**src/rtl/pcm_tg_pkg.sv**
```systemverilog
package pcm_tg_pkg;

  // One-cycle events marking the bit clock edge about to be taken.
  typedef struct packed {
    logic rise;
    logic fall;
  } sclk_evt_t;

  // Slot that follows `pos` in a frame whose final slot is `last`.
  function automatic int slot_after(int pos, int last);
    return (pos >= last) ? 0 : pos + 1;
  endfunction

  // True when slot `pos` carries data for a lane block starting at `off`.
  function automatic bit lane_hit(int pos, int off, int w, int lanes);
    int rel;
    rel = pos - off;
    return (rel >= 0) && (rel < w * lanes);
  endfunction

  // First (MSB) slot of any lane.
  function automatic bit lane_first(int pos, int off, int w, int lanes);
    return lane_hit(pos, off, w, lanes) && (((pos - off) % w) == 0);
  endfunction

  // Last (LSB) slot of any lane.
  function automatic bit lane_last(int pos, int off, int w, int lanes);
    return lane_hit(pos, off, w, lanes) && (((pos - off) % w) == (w - 1));
  endfunction

endpackage

```
**src/rtl/pcm_bitclk_div.sv**
```systemverilog
module pcm_bitclk_div #(
  parameter int DIV_W = 9
) (
  input  logic                  clk,
  input  logic                  rst_n,
  input  logic                  tick_a,
  input  logic                  tick_b,
  input  logic                  sel,
  input  logic [DIV_W-1:0]      half_div,
  input  logic                  run,
  output logic                  sclk,
  output pcm_tg_pkg::sclk_evt_t evt
);
  localparam logic [DIV_W-1:0] CNT_STEP = DIV_W'(1);

  logic             tick_q;
  logic [DIV_W-1:0] hcnt;
  logic             lvl;
  logic             flip;

  // pick the source and register its tick (one cycle of latency, R1).
  always_ff @(posedge clk) begin
    if (!rst_n) tick_q <= 1'b0;
    else        tick_q <= sel ? tick_b : tick_a;
  end

  // a level ends after half_div+1 counted ticks; >= guards a shrunk divider.
  assign flip = run & tick_q & (hcnt >= half_div);

  always_ff @(posedge clk) begin
    if (!rst_n) begin
      hcnt <= '0;
      lvl  <= 1'b0;
    end else if (!run) begin
      hcnt <= '0;
      lvl  <= 1'b0;
    end else if (tick_q) begin
      if (flip) begin
        hcnt <= '0;
        lvl  <= ~lvl;
      end else begin
        hcnt <= hcnt + CNT_STEP;
      end
    end
  end

  assign sclk     = lvl;
  assign evt.rise = flip & ~lvl;
  assign evt.fall = flip & lvl;
endmodule

```
**src/rtl/pcm_frame_pos.sv**
```systemverilog
module pcm_frame_pos #(
  parameter int POS_W = 9
) (
  input  logic             clk,
  input  logic             rst_n,
  input  logic             run,
  input  logic             fall,
  input  logic [POS_W-1:0] last,
  output logic [POS_W-1:0] pos,
  output logic [POS_W-1:0] pos_nxt,
  output logic             fsync
);
  logic [POS_W-1:0] pos_q;
  logic             fs_q;

  // parked at all-ones, so the first falling edge always opens slot 0.
  assign pos_nxt = POS_W'(pcm_tg_pkg::slot_after(int'(pos_q), int'(last)));

  always_ff @(posedge clk) begin
    if (!rst_n) begin
      pos_q <= '1;
      fs_q  <= 1'b0;
    end else if (!run) begin
      pos_q <= '1;
      fs_q  <= 1'b0;
    end else if (fall) begin
      pos_q <= pos_nxt;
      fs_q  <= (pos_nxt == '0);
    end
  end

  assign pos   = pos_q;
  assign fsync = fs_q;
endmodule

```
**src/rtl/pcm_tx_lane.sv**
```systemverilog
module pcm_tx_lane #(
  parameter int SAMPLE_W = 16,
  parameter int LANES    = 2,
  parameter int POS_W    = 9
) (
  input  logic                clk,
  input  logic                rst_n,
  input  logic                run,
  input  logic                tx_en,
  input  logic                late,
  input  logic                fall,
  input  logic [POS_W-1:0]    pos_nxt,
  input  logic [SAMPLE_W-1:0] tx_data,
  output logic                tx_pop,
  output logic                dout
);
  localparam int LEFT_W = $clog2(SAMPLE_W);
  localparam logic [LEFT_W-1:0] LEFT_FULL = LEFT_W'(SAMPLE_W - 1);
  localparam logic [LEFT_W-1:0] LEFT_STEP = LEFT_W'(1);

  logic [SAMPLE_W-1:0] sr;
  logic [LEFT_W-1:0]   left;
  logic                dout_q;
  logic                lane_open;

  // a lane opens in the slot the coming falling edge enters.
  assign lane_open = tx_en &
    pcm_tg_pkg::lane_first(int'(pos_nxt), int'(late), SAMPLE_W, LANES);

  // pop in the cycle of that falling edge, only while enabled.
  assign tx_pop = fall & lane_open;

  always_ff @(posedge clk) begin
    if (!rst_n) begin
      sr     <= '0;
      left   <= '0;
      dout_q <= 1'b0;
    end else if (!run) begin
      sr     <= '0;
      left   <= '0;
      dout_q <= 1'b0;
    end else if (fall) begin
      if (lane_open) begin
        sr     <= tx_data;
        left   <= LEFT_FULL;
        dout_q <= tx_data[SAMPLE_W-1];
      end else if (tx_en && left != '0) begin
        sr     <= sr << 1;
        left   <= left - LEFT_STEP;
        dout_q <= sr[SAMPLE_W-2];
      end else begin
        left   <= '0;
        dout_q <= 1'b0;
      end
    end
  end

  assign dout = dout_q;
endmodule

```
**src/rtl/pcm_rx_lane.sv**
```systemverilog
module pcm_rx_lane #(
  parameter int SAMPLE_W = 16,
  parameter int LANES    = 2,
  parameter int POS_W    = 9
) (
  input  logic                clk,
  input  logic                rst_n,
  input  logic                run,
  input  logic                rx_en,
  input  logic                late,
  input  logic                rise,
  input  logic [POS_W-1:0]    pos,
  input  logic                din,
  output logic                rx_push,
  output logic [SAMPLE_W-1:0] rx_data
);
  localparam int CNT_W = $clog2(SAMPLE_W + 1);
  localparam logic [CNT_W-1:0] CNT_ONE  = CNT_W'(1);
  localparam logic [CNT_W-1:0] CNT_LAST = CNT_W'(SAMPLE_W - 1);

  logic [SAMPLE_W-2:0] sr;
  logic [CNT_W-1:0]    got;
  logic                push_q;
  logic [SAMPLE_W-1:0] data_q;
  logic                in_win, is_first, is_last;

  // slot window chosen per direction.
  assign in_win   = pcm_tg_pkg::lane_hit  (int'(pos), int'(late), SAMPLE_W, LANES);
  assign is_first = pcm_tg_pkg::lane_first(int'(pos), int'(late), SAMPLE_W, LANES);
  assign is_last  = pcm_tg_pkg::lane_last (int'(pos), int'(late), SAMPLE_W, LANES);

  always_ff @(posedge clk) begin
    if (!rst_n) begin
      sr     <= '0;
      got    <= '0;
      push_q <= 1'b0;
      data_q <= '0;
    end else begin
      push_q <= 1'b0;
      if (!run) begin
        sr  <= '0;
        got <= '0;
      end else if (rise) begin
        if (!rx_en || !in_win) begin
          got <= '0;                         // partial lanes restart
        end else begin
          sr <= {sr[SAMPLE_W-3:0], din};     // MSB first
          if (is_first)        got <= CNT_ONE;
          else if (got != '0) got <= got + CNT_ONE;
          if (is_last && got == CNT_LAST) begin
            data_q <= {sr, din};
            push_q <= 1'b1;
          end
        end
      end
    end
  end

  assign rx_push = push_q;
  assign rx_data = data_q;
endmodule

```
**src/rtl/pcm_master_port.sv**
```systemverilog
module pcm_master_port #(
  parameter int DIV_W    = 9,
  parameter int SAMPLE_W = 16,
  parameter int LANES    = 2
) (
  input  logic                clk,
  input  logic                rst_n,
  input  logic                src_tick_a,
  input  logic                src_tick_b,
  input  logic                src_sel,
  input  logic [DIV_W-1:0]    sclk_div,
  input  logic [DIV_W-1:0]    frame_div,
  input  logic                sclk_en,
  input  logic                idle_run,
  input  logic                tx_en,
  input  logic                rx_en,
  input  logic                tx_late,
  input  logic                rx_late,
  input  logic [SAMPLE_W-1:0] tx_data,
  output logic                tx_pop,
  output logic [SAMPLE_W-1:0] rx_data,
  output logic                rx_push,
  output logic                pcm_sclk,
  output logic                pcm_fsync,
  output logic                pcm_dout,
  input  logic                pcm_din
);
  localparam int POS_W = DIV_W;

  logic                  run_w;
  pcm_tg_pkg::sclk_evt_t evt_w;
  logic [POS_W-1:0]      pos_w, pos_nxt_w;

  // run only with the clock enabled and a direction or the idle policy on.
  assign run_w = sclk_en & (tx_en | rx_en | idle_run);

  pcm_bitclk_div #(.DIV_W(DIV_W)) u_div (
    .clk(clk), .rst_n(rst_n), .tick_a(src_tick_a), .tick_b(src_tick_b),
    .sel(src_sel), .half_div(sclk_div), .run(run_w),
    .sclk(pcm_sclk), .evt(evt_w)
  );

  pcm_frame_pos #(.POS_W(POS_W)) u_pos (
    .clk(clk), .rst_n(rst_n), .run(run_w), .fall(evt_w.fall),
    .last(frame_div), .pos(pos_w), .pos_nxt(pos_nxt_w), .fsync(pcm_fsync)
  );

  pcm_tx_lane #(.SAMPLE_W(SAMPLE_W), .LANES(LANES), .POS_W(POS_W)) u_tx (
    .clk(clk), .rst_n(rst_n), .run(run_w), .tx_en(tx_en), .late(tx_late),
    .fall(evt_w.fall), .pos_nxt(pos_nxt_w), .tx_data(tx_data),
    .tx_pop(tx_pop), .dout(pcm_dout)
  );

  pcm_rx_lane #(.SAMPLE_W(SAMPLE_W), .LANES(LANES), .POS_W(POS_W)) u_rx (
    .clk(clk), .rst_n(rst_n), .run(run_w), .rx_en(rx_en), .late(rx_late),
    .rise(evt_w.rise), .pos(pos_w), .din(pcm_din),
    .rx_push(rx_push), .rx_data(rx_data)
  );
endmodule

```
**config.mk**
```make
export PLATFORM = sky130hd
export DESIGN_NAME = pcm_master_port
export DESIGN_NICKNAME = d
export VERILOG_FILES = /design/src/rtl/pcm_tg_pkg.sv /design/src/rtl/pcm_bitclk_div.sv /design/src/rtl/pcm_frame_pos.sv /design/src/rtl/pcm_tx_lane.sv /design/src/rtl/pcm_rx_lane.sv /design/src/rtl/pcm_master_port.sv
export SDC_FILE = /design/constraint.sdc
export NUM_CORES = 1
export LEC_CHECK = 0
export ABC_AREA = 1
export BUFFER_PORTS_ARGS = -buffer_cell sky130_fd_sc_hd__buf_2
export CAP_MARGIN = 20
export CORE_MARGIN = 4
export CORE_UTILIZATION = 45
export CTS_BUF_LIST = sky130_fd_sc_hd__clkbuf_8
export DETAILED_ROUTE_END_ITERATION = 8
export PLACE_DENSITY = 0.68
export SYNTH_ARGS = -nofsm -noshare
export SYNTH_HDL_FRONTEND = slang
export SYNTH_HIERARCHICAL = 1
export SYNTH_SLANG_ARGS = --single-unit
```
**constraint.sdc**
```tcl
create_clock -name clk -period 5.8 [get_ports clk]
set_clock_uncertainty 0.05 [all_clocks]
set_input_delay 0 -clock clk [delete_from_list [all_inputs] [get_ports clk]]
set_output_delay 0 -clock clk [all_outputs]
set_load 0.05 [all_outputs]
```
# ---- Yosys cells after proc, flatten, opt, wreduce, memory -nomap -nowiden
# Index checks and enable logic that the tools add are counted.
dict set report word_totals {
  reg_bits 78
  out_inout_bits 21
  wordCells 81
}
dict set report classes {
  bitwise_logic 16
  magnitude_cmp 6
  n_mux 13
  reduce_logical 26
  n_addsub 6
  n_eq_ne 2
}
# operator n
set op_table {}
lappend op_table {{$logic_not 32->1} 2}
lappend op_table {{$ge 32x1->1 const B} 1}
lappend op_table {{$lt 32x7->1 const B} 1}
lappend op_table {{$mux 15} 2}
lappend op_table {{$sub 9x1->10} 2}
lappend op_table {{$add 9x1->9 const B} 2}
lappend op_table {{$ge 9x9->1} 2}
lappend op_table {{$mux 9} 2}
lappend op_table {{$mux 5} 3}
lappend op_table {{$reduce_or 4->1} 3}
lappend op_table {{$ge 10x1->1 const B} 1}
lappend op_table {{$lt 10x7->1 const B} 1}
lappend op_table {{$reduce_and 2->1} 5}
lappend op_table {{$and 1x1->1} 9}
lappend op_table {{$logic_not 9->1} 1}
lappend op_table {{$mux 4} 2}
lappend op_table {{$logic_and 1x1->1} 7}
lappend op_table {{$add 5x1->5 const B} 1}
lappend op_table {{$eq 5x4->1 const B} 1}
lappend op_table {{$eq 5x5->1 const B} 1}
lappend op_table {{$not 1->1} 5}
lappend op_table {{$reduce_bool 5->1} 1}
lappend op_table {{$mux 1} 4}
lappend op_table {{$reduce_and 4->1} 1}
lappend op_table {{other kinds (7)} 9}

# ---- Longest topological paths before layout
dict set report depth {
  ltp_word 10
  ltp_mapped 24
  ltp_nobuf 22
}

# ---- Modules after synthesis
# The synthesis kept the hierarchy.
# mod instances seq_area_each_um2 cells_per_inst area_per_inst_um2
set by_module_without_submodules {}
lappend by_module_without_submodules {pcm_rx_lane 1 740.7 212 1674.1}
lappend by_module_without_submodules {pcm_tx_lane 1 400.4 212 1352.5}
lappend by_module_without_submodules {pcm_frame_pos 1 200.2 141 893.4}
lappend by_module_without_submodules {pcm_bitclk_div 1 220.2 105 750.7}
lappend by_module_without_submodules {pcm_master_port 1 0.0 4 16.3}

# ---- Least setup slack after synthesis
# No wires, ideal clock.
dict set report synth_timing {
  kind {register to register}
  from {register u_pos.pos_q[2], in the netlist u_pos/pos[2]}
  to {register u_tx.sr[0]}
  setup_time_ns 0.069
  stages_incl_launch_ff 23
  n_path_buf 2
  slack_ns 3.063
  synth_period_minus_slack_ns 2.737
  t_arrival_ns 2.618
  path_cell_list {dfxtp_1 > ha_1 > nand2_1 > nand2_1 > nand2_1 > nand2_1 > nand2_1 > nand3_2 > buf_6 > inv_1 > nand2_1 > inv_1 > inv_1 > ha_1 > inv_1 > nor2_1 > nand2_1 > nor2_4 > nand3_4 > buf_6 > clkinv_2 > nand2_2 > a21oi_2}
}
dict set report synth_between {
  elab_chain_cells 10
  elab_cells_between_ends 15
  cone_classes {add/sub: 2; order compare: 3; mux: 2; bitwise: 2; reduce/logical: 6}
}
# item line
set synth_lines {}
lappend synth_lines {{start, declared} pcm_frame_pos.sv:13} ;# logic [POS_W-1:0] pos_q;
lappend synth_lines {{start signal, assigned} pcm_frame_pos.sv:27} ;# pos_q <= pos_nxt;
lappend synth_lines {{$ge 9x9->1 (*)} pcm_tg_pkg.sv:11} ;# return (pos >= last) ? 0 : pos + 1;
lappend synth_lines {{$mux 9 (*)} pcm_tg_pkg.sv:11}
lappend synth_lines {{via pos_nxt_w[0]} pcm_master_port.sv:32} ;# logic [POS_W-1:0] pos_w, pos_nxt_w;
lappend synth_lines {{$sub 9x1->10 (*)} {pcm_tg_pkg.sv:17, pcm_tg_pkg.sv:23}}
lappend synth_lines {{branches (longest 3 deep; another with $ge 10x1->1)} n/a}
lappend synth_lines {{$logic_and 1x1->1 (*)} pcm_tg_pkg.sv:23} ;# return lane_hit(pos, off, w, lanes) && (((pos - off) % w) == 0);
lappend synth_lines {{$and 1x1->1 (*)} pcm_tx_lane.sv:27} ;# assign lane_open = tx_en &
lappend synth_lines {{$reduce_bool 2->1 (no source line)} n/a}
lappend synth_lines {{$reduce_and 2->1 (no source line)} n/a}
lappend synth_lines {{end signal, assigned} pcm_tx_lane.sv:44} ;# sr <= tx_data;
lappend synth_lines {{end signal, assigned} pcm_tx_lane.sv:48} ;# sr <= sr << 1;
lappend synth_lines {{end, declared} pcm_tx_lane.sv:21} ;# logic [SAMPLE_W-1:0] sr;
# Mark *: on every way through the listed nets, which the timed path passes.
# A chain may end at the register's enable or synchronous reset.

# ---- Worst setup path after layout
dict set report layout_timing {
  from {register u_pos.pos_q[2], in the netlist u_pos/pos[2]}
  to {output port tx_pop}
}
dict set report layout_between {
  elab_chain_cells 9
  elab_cells_between_ends 13
  cone_classes {add/sub: 2; order compare: 3; mux: 1; bitwise: 3; reduce/logical: 4}
}
# item line
set layout_lines {}
lappend layout_lines {{$ge 9x9->1 (*)} pcm_tg_pkg.sv:11}
lappend layout_lines {{$mux 9 (*)} pcm_tg_pkg.sv:11}
lappend layout_lines {{via pos_nxt_w[0]} pcm_master_port.sv:32}
lappend layout_lines {{$sub 9x1->10 (*)} {pcm_tg_pkg.sv:17, pcm_tg_pkg.sv:23}}
lappend layout_lines {{branches (longest 3 deep; another with $ge 10x1->1)} n/a}
lappend layout_lines {{$logic_and 1x1->1 (*)} pcm_tg_pkg.sv:23}
lappend layout_lines {{$and 1x1->1 (*)} pcm_tx_lane.sv:27}
lappend layout_lines {{$and 1x1->1 (*)} pcm_tx_lane.sv:31} ;# assign tx_pop = fall & lane_open;
lappend layout_lines {{end, declared} pcm_master_port.sv:20} ;# output logic tx_pop,
# Marked as above.

==> impl_metrics.tcl <==
set metrics [dict create \
    status "complete, no violations" \
    clk_latency_ps 360 \
    die_h_um 110 \
    grt_max_degree 27 \
    path_common_cell "nand2_1" \
    cap_viol_max_count 0 \
    start_util_pct 47.1 \
    grtUsageTotal_pct 17.9 \
    arrival_ps 3470 \
    antenna_found_initial 0 \
    tns_ps 0 \
    wl_per_cell_um 11.4 \
    vias_per_cell 4.88 \
    fmax_mhz 284 \
    p_leak_uw 0.00265 \
    ys_warn_count 6 \
    worstSetupEndpointType "output pin" \
    grt_pass1_vias 4256 \
    cp_slowest_cell "dfxtp_1" \
    path_clk_slew_ps 90 \
    worstPathMaxFanout 21 \
    drtIter0Drc 149 \
    n_fill_cell 1011 \
    drv_slew 0 \
    core_um2 9950 \
    die_w_um 110 \
    hold_viol_final 0 \
    instances_no_fill 891 \
    cts_made_buffers 9 \
    crit_path_start_kind "flip-flop" \
    synth_cell_types 37 \
    cts_max_path_buffers 2 \
    syn_area_um2 4690 \
    die_area_um2 12100 \
    wl_um 10200 \
    relSlewSlack_pct 53.9 \
    io_buffers 66 \
    wl_met2_um 5000 \
    drc_errors 0 \
    irDropWorstVdd_mv 0.112 \
    cts.sinks 78 \
    rsz0062_at_grt "no" \
    vias 4344 \
    tritoncts "done" \
    wl_met3_um 545 \
    layout-area-overhead-vs-synth_pct 15.9 \
    syn_nets 747 \
    met1_length_um 4580 \
    worstPathCellList "ha_1 > nand2_1 > nand2_1 > nand2_1 > nand2_1 > nand2_1 > nand3_2 > inv_1 > nand2_1 > inv_1 > inv_1 > ha_1 > inv_1 > nor2_1 > nand2_1 > nor2_4 > nand3_4 > clkinv_2 > buf_2" \
    crit_buf_inv 6 \
    n_antenna_cell 0 \
    finalSetupViolations 0 \
    htreeDepth 3 \
    synth_area_per_cell_um2 6.95 \
    placed_cells 856 \
    num-nets-final 826 \
    crit_path_max_incr_delay_ps 550 \
    overflow 0 \
    multi_input_area_um2 2580 \
    globalplace.congestion 0.904 \
    place_hpwl_um 7510 \
    ios 67 \
    top_layer "met4" \
    regArea_um2 1560 \
    ys_ff_latch 78 \
    utilization_pct 54.6 \
    final_antenna_net_count 0 \
    dr.pass1.iters 4 \
    period_minus_slack_ps 3520 \
    worst_pin_slew_ps 691 \
    synth_cells 674 \
    hold_path_class "input port to flip-flop" \
    path_class "flip-flop to output pin" \
    seq_area_frac_synth_pct 33.3 \
    root_buffer "clkbuf_8" \
    p_per_area_nw_per_um2 185 \
    crit_required_ps 5750 \
    cp_top_family "simple AND/OR/NAND/NOR gates" \
    drive_gt1_share_pct 20.1 \
    period_share_pct 60.7 \
    placementRows 36 \
    grt_pass1_wl_um 17700 \
]
area by class of cell:
cell class | count | area share [%]
flip-flops and latches | 78 | 28.7
inverters | 111 | 7.69
well taps | 133 | 3.06
multi-input cells | 468 | 47.5
clock buffers | 9 | 2.28
clock inverters | 7 | 1.15
repair buffers | 85 | 9.58
cell families after synthesis:
family,count (synthesis),share of synthesized area [%]
adders and majority gates,27,7.21
xor gates and xnor gates,14,2.62
DFF,78,33.3
and+or+nand+nor,348,35.2
AOI/OAI and AO/OA,79,9.98
buffers and inverters,128,11.7
registers in the layout, indices dropped and copies added (netlist names):
register,count
u_pos/pos,9
u_tx/sr,15
u_div/sclk,1
u_tx/dout,1
u_tx/left,4
u_rx/rx_push,1
u_div/hcnt,9
u_pos/fsync,1
u_rx/sr,15
u_rx/got,5
u_div/tick_q,1
u_rx/rx_data,16
stage by stage:
step                cell area, um^2  setup WS (ps)  total power [uW]  hold WS, ps
floorplan                      4690           3060               594         43.5
global placement               5050           2580               615          143
detailed placement             5050           2490               617          146
CTS                            5430           2280              1020         3.81
global route                   5430           1800              1060         43.3
finish                         5430           2280              1010         16.9
layer usage:
layer  up-vias  track usage (%)
met1      1951             21.0
met3         7             3.96
met4         0             4.81
met2       107             32.7
li1       2279                -
met5         -                0
Yosys cell counts (all sizes together):
cell	instances	area [um^2]
nor3	4	25.0
or2	1	6.26
nand2	160	631
dfxtp	78	1560
inv	110	413
buf	14	118
nand3b	2	15.0
a21oi	37	204
nor2	99	470
o211ai	3	22.5
o21ai	34	208
a31oi	3	18.8
clkbuf	3	11.3
nand3	72	433
ha	27	338
nor3b	1	7.51
nand4	9	62.6
o21bai	1	7.51
xor2	10	87.6
xnor2	4	35.0
clkinv	1	5.00
a21o	1	7.51
cells in the final DEF (no fill, tap or decap), types with 2 or more instances in the layout:
cell / count
nand2_1: 148
inv_1: 105
dfxtp_1: 78
nor2_1: 75
buf_2: 66
nand3_1: 62
a21oi_1: 32
ha_1: 27
o21ai_0: 23
dlygate4sd3_1: 19
nor2_2: 18
nand2_2: 12
xor2_1: 10
o21ai_2: 10
clkbuf_8: 9
nand4_1: 8
nand3_2: 7
inv_2: 5
a21oi_2: 5
nor2_4: 5
xnor2_1: 4
clkinvlp_4: 3
o211ai_1: 3
nand3_4: 3
nor3_1: 3
a31oi_1: 3
inv_6: 2
inv_8: 2
nand3b_1: 2
what timing repair did:
| action | in CTS | in global routing |
|---|---|---|
| gates resized for setup | 0 | 0 |
| buffers inserted | 0 | 0 |
| hold endpoints to repair | 19 | 0 |
| hold buffers | 19 | 0 |
final timing paths:
check                                       end  slack [ps]  depth (start not counted)                 startpoint
setup / recovery                         tx_pop        2280                         19  u_pos/pos[2]$_SDFFE_PN1P_
hold reg to reg   u_rx/rx_data[13]$_SDFFE_PN0P_         430                          2   u_rx/sr[12]$_SDFFE_PN0P_
hold / removal           u_tx/dout$_SDFFE_PN0P_          20                          5                      tx_en
setup reg to reg        u_tx/sr[5]$_SDFFE_PN0P_        2450                         21  u_pos/pos[2]$_SDFFE_PN1P_
report_power, final:
group	total [uW]	leakage (uW)	internal [uW]	switching [uW]
sequential	537	0.000629	536	1.32
clock	391	0.0000863	164	227
combinational	77.2	0.00194	34.3	42.9
total	1010	0.00265	734	271
worst min-delay path: cells and delay by family:
kind,cells,cell delay [ps]
simple gates,3,210
buf+inv,1,140
compound gates,1,40
Note: power is estimated with default switching activity, not from simulation.
